File: src/rtl/stm0_oh_pkg.sv
package stm0_oh_pkg;

   localparam int BYTE_W = 8;

   // control word bit positions
   localparam int CB_A1_ERR  = 0;
   localparam int CB_B2_ERR  = 1;

   // bits 7:2 of the control word, MSB first
   typedef struct packed {
      logic m0m1_sel_lo;
      logic undef_ones;
      logic force_rdi;
      logic force_ais;
      logic force_los;
      logic scr_en;
   } ctrl_t;

   typedef enum logic [1:0] {
      SRC_ERRCNT_A = 2'b00,
      SRC_PROG     = 2'b01,
      SRC_SERIAL   = 2'b10,
      SRC_ERRCNT_B = 2'b11
   } m0m1_src_e;

   // overhead byte positions (row, column from 0)
   localparam int POS_A1_R = 0, POS_A1_C = 0;
   localparam int POS_B2_R = 4, POS_B2_C = 0;
   localparam int POS_K2_R = 4, POS_K2_C = 2;
   localparam int POS_MM_R = 8, POS_MM_C = 1;
   localparam int RSOH_ROWS = 3;

   // one byte of keystream plus the following generator state
   function automatic logic [14:0] scr_byte(input logic [6:0] s);
      logic [6:0] t;
      logic [7:0] k;
      t = s;
      for (int i = 7; i >= 0; i--) begin
         k[i] = t[6];
         t    = {t[5:0], t[6] ^ t[5]};
      end
      return {k, t};
   endfunction

endpackage

File: src/rtl/stm0_frame_pos.sv
module stm0_frame_pos #(
   parameter int ROWS  = 9,
   parameter int COLS  = 90,
   parameter int ROW_W = 4,
   parameter int COL_W = 7
) (
   input  logic             clk,
   input  logic             rst_n,
   input  logic             in_valid,
   input  logic             in_sof,
   output logic [ROW_W-1:0] cur_row,
   output logic [COL_W-1:0] cur_col
);

   localparam logic [ROW_W-1:0] ROW_LAST = ROW_W'(ROWS - 1);
   localparam logic [COL_W-1:0] COL_LAST = COL_W'(COLS - 1);

   logic [ROW_W-1:0] row_q;
   logic [COL_W-1:0] col_q;

   always_comb begin
      cur_row = in_sof ? '0 : row_q;
      cur_col = in_sof ? '0 : col_q;
   end

   always_ff @(posedge clk) begin
      if (!rst_n) begin
         row_q <= '0;
         col_q <= '0;
      end else if (in_valid) begin
         if (cur_col == COL_LAST) begin
            col_q <= '0;
            row_q <= (cur_row == ROW_LAST) ? '0 : cur_row + 1'b1;
         end else begin
            col_q <= cur_col + 1'b1;
         end
      end
   end


   pos_range_chk: assert property (@(posedge clk) disable iff (!rst_n)
      (col_q <= COL_LAST) && (row_q <= ROW_LAST));

endmodule

File: src/rtl/stm0_ctrl_reg.sv
module stm0_ctrl_reg
   import stm0_oh_pkg::*;
(
   input  logic        clk,
   input  logic        rst_n,
   input  logic        wr,
   input  logic [7:0]  wdata,
   input  logic        a1_take,
   input  logic        b2_take,
   output ctrl_t       ctrl,
   output logic        a1_pend,
   output logic        b2_pend
);

   logic a1_arm, b2_arm;

   assign a1_arm = wr && wdata[CB_A1_ERR];
   assign b2_arm = wr && wdata[CB_B2_ERR];

   always_ff @(posedge clk) begin
      if (!rst_n) begin
         ctrl    <= '0;
         a1_pend <= 1'b0;
         b2_pend <= 1'b0;
      end else begin
         if (wr) ctrl <= ctrl_t'(wdata[7:2]);
         if (a1_arm)       a1_pend <= 1'b1;
         else if (a1_take) a1_pend <= 1'b0;
         if (b2_arm)       b2_pend <= 1'b1;
         else if (b2_take) b2_pend <= 1'b0;
      end
   end


   a1_once_chk: assert property (@(posedge clk) disable iff (!rst_n)
      (a1_take && !a1_arm) |=> !a1_pend);


   b2_once_chk: assert property (@(posedge clk) disable iff (!rst_n)
      (b2_take && !b2_arm) |=> !b2_pend);

endmodule

File: src/rtl/stm0_scrambler.sv
module stm0_scrambler
   import stm0_oh_pkg::*;
#(
   parameter bit HAS_SCR = 1'b1
) (
   input  logic        clk,
   input  logic        rst_n,
   input  logic        adv,
   input  logic        reload,
   output logic [7:0]  keystream
);

   generate
      if (HAS_SCR) begin : g_lfsr
         logic [6:0]  st_q;
         logic [14:0] step;

         assign step      = scr_byte(st_q);
         assign keystream = step[14:7];

         always_ff @(posedge clk) begin
            if (!rst_n)      st_q <= 7'h7F;
            else if (reload) st_q <= 7'h7F;
            else if (adv)    st_q <= step[6:0];
         end


         scr_reload_chk: assert property (@(posedge clk) disable iff (!rst_n)
            reload |=> (st_q == 7'h7F));
      end else begin : g_none
         assign keystream = '0;
      end
   endgenerate

endmodule

File: src/rtl/stm0_oh_inserter.sv
module stm0_oh_inserter
   import stm0_oh_pkg::*;
#(
   parameter int          ROWS       = 9,
   parameter int          COLS       = 90,
   parameter int          OH_COLS    = 3,
   parameter bit          HAS_SCR    = 1'b1,
   parameter logic [63:0] UNDEF_MASK = 64'h0000_0000_0400_0030
) (
   input  logic       clk,
   input  logic       rst_n,
   input  logic       ctrl_wr,
   input  logic [7:0] ctrl_wdata,
   input  logic       m0m1_sel_hi,
   input  logic [7:0] m0m1_reg_byte,
   input  logic [7:0] ser_oh_byte,
   input  logic [7:0] rx_b2_errcnt,
   input  logic       in_valid,
   input  logic       in_sof,
   input  logic [7:0] in_byte,
   output logic       out_valid,
   output logic       out_sof,
   output logic [7:0] out_byte
);

   localparam int ROW_W = $clog2(ROWS + 1);
   localparam int COL_W = $clog2(COLS + 1);
   localparam int OH_POS = ROWS * OH_COLS;

   localparam logic [ROW_W-1:0] R_A1   = ROW_W'(POS_A1_R);
   localparam logic [ROW_W-1:0] R_B2   = ROW_W'(POS_B2_R);
   localparam logic [ROW_W-1:0] R_K2   = ROW_W'(POS_K2_R);
   localparam logic [ROW_W-1:0] R_MM   = ROW_W'(POS_MM_R);
   localparam logic [ROW_W-1:0] R_MSOH = ROW_W'(RSOH_ROWS);
   localparam logic [COL_W-1:0] C_A1   = COL_W'(POS_A1_C);
   localparam logic [COL_W-1:0] C_B2   = COL_W'(POS_B2_C);
   localparam logic [COL_W-1:0] C_K2   = COL_W'(POS_K2_C);
   localparam logic [COL_W-1:0] C_MM   = COL_W'(POS_MM_C);
   localparam logic [COL_W-1:0] C_OH   = COL_W'(OH_COLS);
   localparam logic [COL_W-1:0] C_OHL  = COL_W'(OH_COLS - 1);

   // elaboration-time parameter checks
   generate
      if (ROWS != 9) begin : g_bad_rows
         $error("stm0_oh_inserter: ROWS must be 9");
      end
      if (OH_COLS < 3 || COLS <= OH_COLS) begin : g_bad_cols
         $error("stm0_oh_inserter: need 3 <= OH_COLS < COLS");
      end
      if (OH_POS > 64) begin : g_bad_mask
         $error("stm0_oh_inserter: overhead mask wider than 64");
      end
   endgenerate

   logic [ROW_W-1:0] cur_row;
   logic [COL_W-1:0] cur_col;
   ctrl_t            ctrl;
   logic             a1_pend, b2_pend;
   logic             at_a1, at_b2, at_k2, at_mm, in_soh, undef_hit;
   logic             scr_skip;
   logic [7:0]       ks;
   logic [7:0]       oh_idx;
   logic [7:0]       mm_byte;
   logic [7:0]       ovl_byte, ais_byte, scr_out, fin_byte;
   m0m1_src_e        mm_src;

   stm0_frame_pos #(
      .ROWS (ROWS), .COLS (COLS), .ROW_W (ROW_W), .COL_W (COL_W)
   ) u_pos (
      .clk      (clk),
      .rst_n    (rst_n),
      .in_valid (in_valid),
      .in_sof   (in_sof),
      .cur_row  (cur_row),
      .cur_col  (cur_col)
   );

   stm0_ctrl_reg u_ctrl (
      .clk     (clk),
      .rst_n   (rst_n),
      .wr      (ctrl_wr),
      .wdata   (ctrl_wdata),
      .a1_take (in_valid && at_a1),
      .b2_take (in_valid && at_b2),
      .ctrl    (ctrl),
      .a1_pend (a1_pend),
      .b2_pend (b2_pend)
   );

   stm0_scrambler #(.HAS_SCR (HAS_SCR)) u_scr (
      .clk       (clk),
      .rst_n     (rst_n),
      .adv       (in_valid),
      .reload    (in_valid && cur_row == R_A1 && cur_col == C_OHL),
      .keystream (ks)
   );

   // position decode
   always_comb begin
      at_a1     = (cur_row == R_A1) && (cur_col == C_A1);
      at_b2     = (cur_row == R_B2) && (cur_col == C_B2);
      at_k2     = (cur_row == R_K2) && (cur_col == C_K2);
      at_mm     = (cur_row == R_MM) && (cur_col == C_MM);
      in_soh    = cur_col < C_OH;
      oh_idx    = 8'(cur_row) * 8'(OH_COLS) + 8'(cur_col);
      undef_hit = in_soh && UNDEF_MASK[oh_idx[5:0]];
      scr_skip  = (cur_row == R_A1) && in_soh;
   end

   // M0/M1 source selection
   always_comb begin
      mm_src = m0m1_src_e'({m0m1_sel_hi, ctrl.m0m1_sel_lo});
      unique case (mm_src)
         SRC_PROG:   mm_byte = m0m1_reg_byte;
         SRC_SERIAL: mm_byte = ser_oh_byte;
         default:    mm_byte = rx_b2_errcnt;
      endcase
   end

   // overhead overlays, then alarms, scrambling and line blanking
   always_comb begin
      ovl_byte = in_byte;
      if (undef_hit)
         ovl_byte = ctrl.undef_ones ? 8'hFF : 8'h00;
      if (at_mm)
         ovl_byte = mm_byte;
      if (at_k2 && ctrl.force_rdi)
         ovl_byte = {in_byte[7:3], 3'b110};
      if ((at_b2 && b2_pend) || (at_a1 && a1_pend))
         ovl_byte = ~in_byte;

      ais_byte = (ctrl.force_ais && cur_row >= R_MSOH) ? 8'hFF : ovl_byte;
      scr_out  = (ctrl.scr_en && !scr_skip) ? (ais_byte ^ ks) : ais_byte;
      fin_byte = ctrl.force_los ? 8'h00 : scr_out;
   end

   always_ff @(posedge clk) begin
      if (!rst_n) begin
         out_valid <= 1'b0;
         out_sof   <= 1'b0;
         out_byte  <= '0;
      end else begin
         out_valid <= in_valid;
         out_sof   <= in_valid && in_sof;
         if (in_valid) out_byte <= fin_byte;
      end
   end


   valid_lat_chk: assert property (@(posedge clk) disable iff (!rst_n)
      in_valid |=> out_valid);


   los_zero_chk: assert property (@(posedge clk) disable iff (!rst_n)
      (in_valid && ctrl.force_los) |=> (out_byte == 8'h00));


   ais_ones_chk: assert property (@(posedge clk) disable iff (!rst_n)
      (in_valid && ctrl.force_ais && !ctrl.force_los && !ctrl.scr_en &&
       cur_row >= R_MSOH) |=> (out_byte == 8'hFF));


   rdi_code_chk: assert property (@(posedge clk) disable iff (!rst_n)
      (in_valid && at_k2 && ctrl.force_rdi && !ctrl.force_ais &&
       !ctrl.force_los && !ctrl.scr_en) |=> (out_byte[2:0] == 3'b110));


   mm_prog_chk: assert property (@(posedge clk) disable iff (!rst_n)
      (in_valid && at_mm && mm_src == SRC_PROG && !ctrl.force_ais &&
       !ctrl.force_los && !ctrl.scr_en) |=> (out_byte == $past(m0m1_reg_byte)));

endmodule

File: config.mk
export PLATFORM = sky130hd
export DESIGN_NAME = stm0_oh_inserter
export DESIGN_NICKNAME = d
export VERILOG_FILES = /design/src/rtl/stm0_oh_pkg.sv /design/src/rtl/stm0_frame_pos.sv /design/src/rtl/stm0_ctrl_reg.sv /design/src/rtl/stm0_scrambler.sv /design/src/rtl/stm0_oh_inserter.sv
export SDC_FILE = /design/constraint.sdc
export NUM_CORES = 1
export LEC_CHECK = 0
export BUFFER_PORTS_ARGS = -buffer_cell sky130_fd_sc_hd__buf_2
export CELL_PAD_IN_SITES_DETAIL_PLACEMENT = 0
export CELL_PAD_IN_SITES_GLOBAL_PLACEMENT = 2
export CORE_ASPECT_RATIO = 0.7
export CORE_UTILIZATION = 29
export CTS_CLUSTER_DIAMETER = 200
export DETAILED_ROUTE_END_ITERATION = 8
export PLACE_DENSITY_LB_ADDON = 0.1
export SYNTH_ARGS = -nofsm -noshare
export SYNTH_HDL_FRONTEND = slang
export SYNTH_HIERARCHICAL = 1
export SYNTH_SLANG_ARGS = --single-unit
File: constraint.sdc
create_clock -name clk -period 5.15 [get_ports clk]
set_clock_uncertainty 0.05 [all_clocks]
set_input_delay 1.03 -clock clk [delete_from_list [all_inputs] [get_ports clk]]
set_output_delay 1.03 -clock clk [all_outputs]
set_load 0.02 [all_outputs]
==> summary.txt <==
Layout
  – Final nets: 481
  – Share of layout cells above drive strength 1: 0.195
  – Area Growth Syn to Fin: 17.8%
  – Most common cell after layout, fill and taps aside: buf_2
  – Number of diodes: 0
  – Fillcell total: 1064
  – Most frequent cells in the layout: buf_2, nand2_1, dfxtp_1, nor2b_1, nor2_1

Die
  – Chip width: 122 um
  – IO Pins: 56
  – Initial Util: 0.301
  – Number of cell rows: 30
  – Core area: 9800 um2
  – Die area: 10600 um2
  – Chip height: 86.3 um

Synth
  – Top cell type by total area after synthesis: dfxtp_1
  – Avg Synthesized Cell Area: 8.05 um2
  – Yosys reg bits: 36
  – Top-area cell type share of the netlist area: 0.245
  – Async SR Flop Fraction: 0
  – Ys flop type: dfxtp_1
  – Leading post-synthesis cells by cell area: dfxtp_1, ha_1, nand2_1, mux2i_1, nor2b_1
  – EDFF count, synth: 0
  – Synth cell types: 65
  – Synthesized Nets: 433
  – Post-synthesis sequential area ratio: 0.245
  – Post-synth design cell area: 2950 um2
  – Mapped Cells: 366
  – Ys Warns: 6

Clock network
  – CTS resizes: 0
  – H-tree depth: 2
  – Cts-stage hold buffer count: 0
  – Root Buffer: clkbuf_16
  – Post-CTS setup buffers: 0
  – Skew-Pair Late Insertion Delay: 280 ps
  – CTS tree: built
  – Clk sinks: 36
  – Clock Path Buffers: 2
  – CTS buffer count: 5
  – Clock slew at reported path FFs: 60 ps

Setup path
  – Critical path endpoint: out_byte[3]
  – FF-to-FF End: out_byte[3]
  – R2r setup slk: 1160 ps
  – Crit path max fanout: 10
  – CP Class: input pin to register
  – Startpoint types: input pin
  – Reg-to-Reg Start: u_pos/row_q[1]
  – Crit path arrival time: 4760 ps
  – Worst r2r path cells: 14
  – Critical Path End Type: register
  – CP Launch Point: in_sof
  – Worst EP required: 5270 ps

Global routing
  – Initial antenna violation count: 0
  – Met3 GRT Util: 0.0382
  – Total track usage: 0.169
  – GR Util met2: 0.223
  – First-pass GRT wire length: 13600 um
  – GRT Max-Usage Layer: met1
  – Overflow after GRT: 0
  – Global routing usage on met1: 0.269
  – Vias in the first global route: 2558
  – Pin count of the biggest net entering global routing: 30

Detailed routing
  – TritonRoute pass-1 iters: 4
  – DR DRC count: 0
  – Drt initial violations: 160
  – Drt wl/cell: 15.6 um
  – Vias: 2760
  – Final ANT Viol Nets: 0
  – Vias per inst: 5.08
  – Routed WL: 8480 um

Power
  – Pleak: 1.47 nW
  – Maximum vdd drop: 0.130 mV
  – P per Cell Area: 219 nW/um2

Timing
  – Crit path time final: 4640 ps
  – Count of final hold-check violations: 0
  – Slew HR: 0.378
  – Final period util: 0.901
  – Worst hold slack: 402 ps
  – Least-Margin Pin Slew: 909 ps
  – RSZ-0062 raised after global routing: no
  – Final setup viols: 0
  – Max Fclk: 215 MHz
  – Setup_tns: 0 ps
  – Slew Viols, Final: 0

Outcome
  – Outcome: complete, no violations

Place
  – Port Buf Inserts: 55
  – DP HPWL: 6760 um
  – RePlAce Congestion: 0.763

Worst hold path
  – Hold crit path type: register to register

Job
  – Max-Cap Viols: 0
## metrics by stage
step / worst slack (ps) / cell area (um2) / util / instances / power, mW
2_1_floorplan: 223 / 2950 / - / 366 / 0.407
3_3_place_gp: 360 / 3320 / 0.339 / 535 / 0.448
3_5_place_dp: 213 / 3320 / 0.339 / 535 / 0.447
4_1_cts: 489 / 3470 / 0.354 / 543 / 0.773
5_1_grt: 183 / 3470 / 0.354 / 543 / 0.804
6_report: 508 / 3470 / 0.354 / 543 / 0.760
## where the power goes
part	total (mW)	internal, mW	switching, mW
sequential	0.314	0.294	0.0192
combinational	0.127	0.0610	0.0655
clock	0.320	0.193	0.127
total	0.760	0.548	0.211
## flip-flops by register name (all words and copies together) (netlist names)
name	flops
u_ctrl/b2_pend	1
out_sof	1
u_scr/g_lfsr.st_q	7
u_pos/col_q	7
u_ctrl/a1_pend	1
out_valid	1
u_ctrl/ctrl	6
out_byte	8
u_pos/row_q	4
## layer usage
metal  wire length [um]  up-vias
met1               5050     1261
met4                 50        0
met5                  0        -
li1                   -     1423
met3                473        4
met2               2910       72
## area by class of cell
cell class | count | area, um2 | share of cell area
clock buffers | 7 | 143 | 0.0411
clock inverters | 1 | 7.51 | 0.00216
inverters | 20 | 75.1 | 0.0216
multi-input cells | 288 | 2030 | 0.585
flip-flops and latches | 36 | 721 | 0.208
well taps | 128 | 160 | 0.0461
repair buffers | 63 | 335 | 0.0966
## worst min-delay path by stage
stage	depth (start not counted)	startpoint	endpoint	slack, ps
2_1_floorplan	2	u_ctrl/b2_pend	u_ctrl/b2_pend	390
3_3_place_gp	2	out_byte[1]	out_byte[1]	380
3_5_place_dp	2	out_byte[1]	out_byte[1]	390
4_1_cts	2	out_byte[1]	out_byte[1]	410
5_1_grt	2	out_byte[1]	out_byte[1]	430
6_report	2	out_byte[1]	out_byte[1]	400
## kinds of logic (layout without fill, tap and decap cells)
| group | count (synthesis) | in the layout | synth area share |
|---|---|---|---|
| mux | 12 | 12 | 0.0408 |
| flops | 36 | 36 | 0.245 |
| compound gates | 75 | 75 | 0.183 |
| buf+inv | 42 | 91 | 0.0662 |
| simple gates | 169 | 169 | 0.328 |
| xor+xnor | 11 | 11 | 0.0374 |
| fa+ha+maj | 21 | 21 | 0.0994 |
## worst max-delay path, cell delays in order
cell	delay (ps)
buf_2	170
nand2b_1	150
clkinv_1	170
inv_1	150
fa_1	440
inv_1	70
ha_1	170
inv_1	50
fa_1	390
xor2_1	190
or4_4	520
a211o_1	370
nor4_4	470
nor4b_1	130
a221o_1	280
## cells in the mapped netlist, types with 3 or more instances
cell and count:
a22oi_1 10, nor3_1 8, clkbuf_1 11, a31oi_1 3, o211ai_1 12, a21oi_1 15
mux2i_1 12, o21ai_1 3, or3_1 4, or2b_1 4, o21ai_0 8, xnor2_1 8
inv_1 17, dfxtp_1 36, or4_1 5, nor4_1 6, nand2_1 38, nor2_1 19
buf_4 8, a211oi_1 3, and3_1 6, nor2b_1 19, nand3_1 15, nand2b_1 16
fa_1 4, nand4_1 8, ha_1 17
Power figures use the tool's default switching activity.
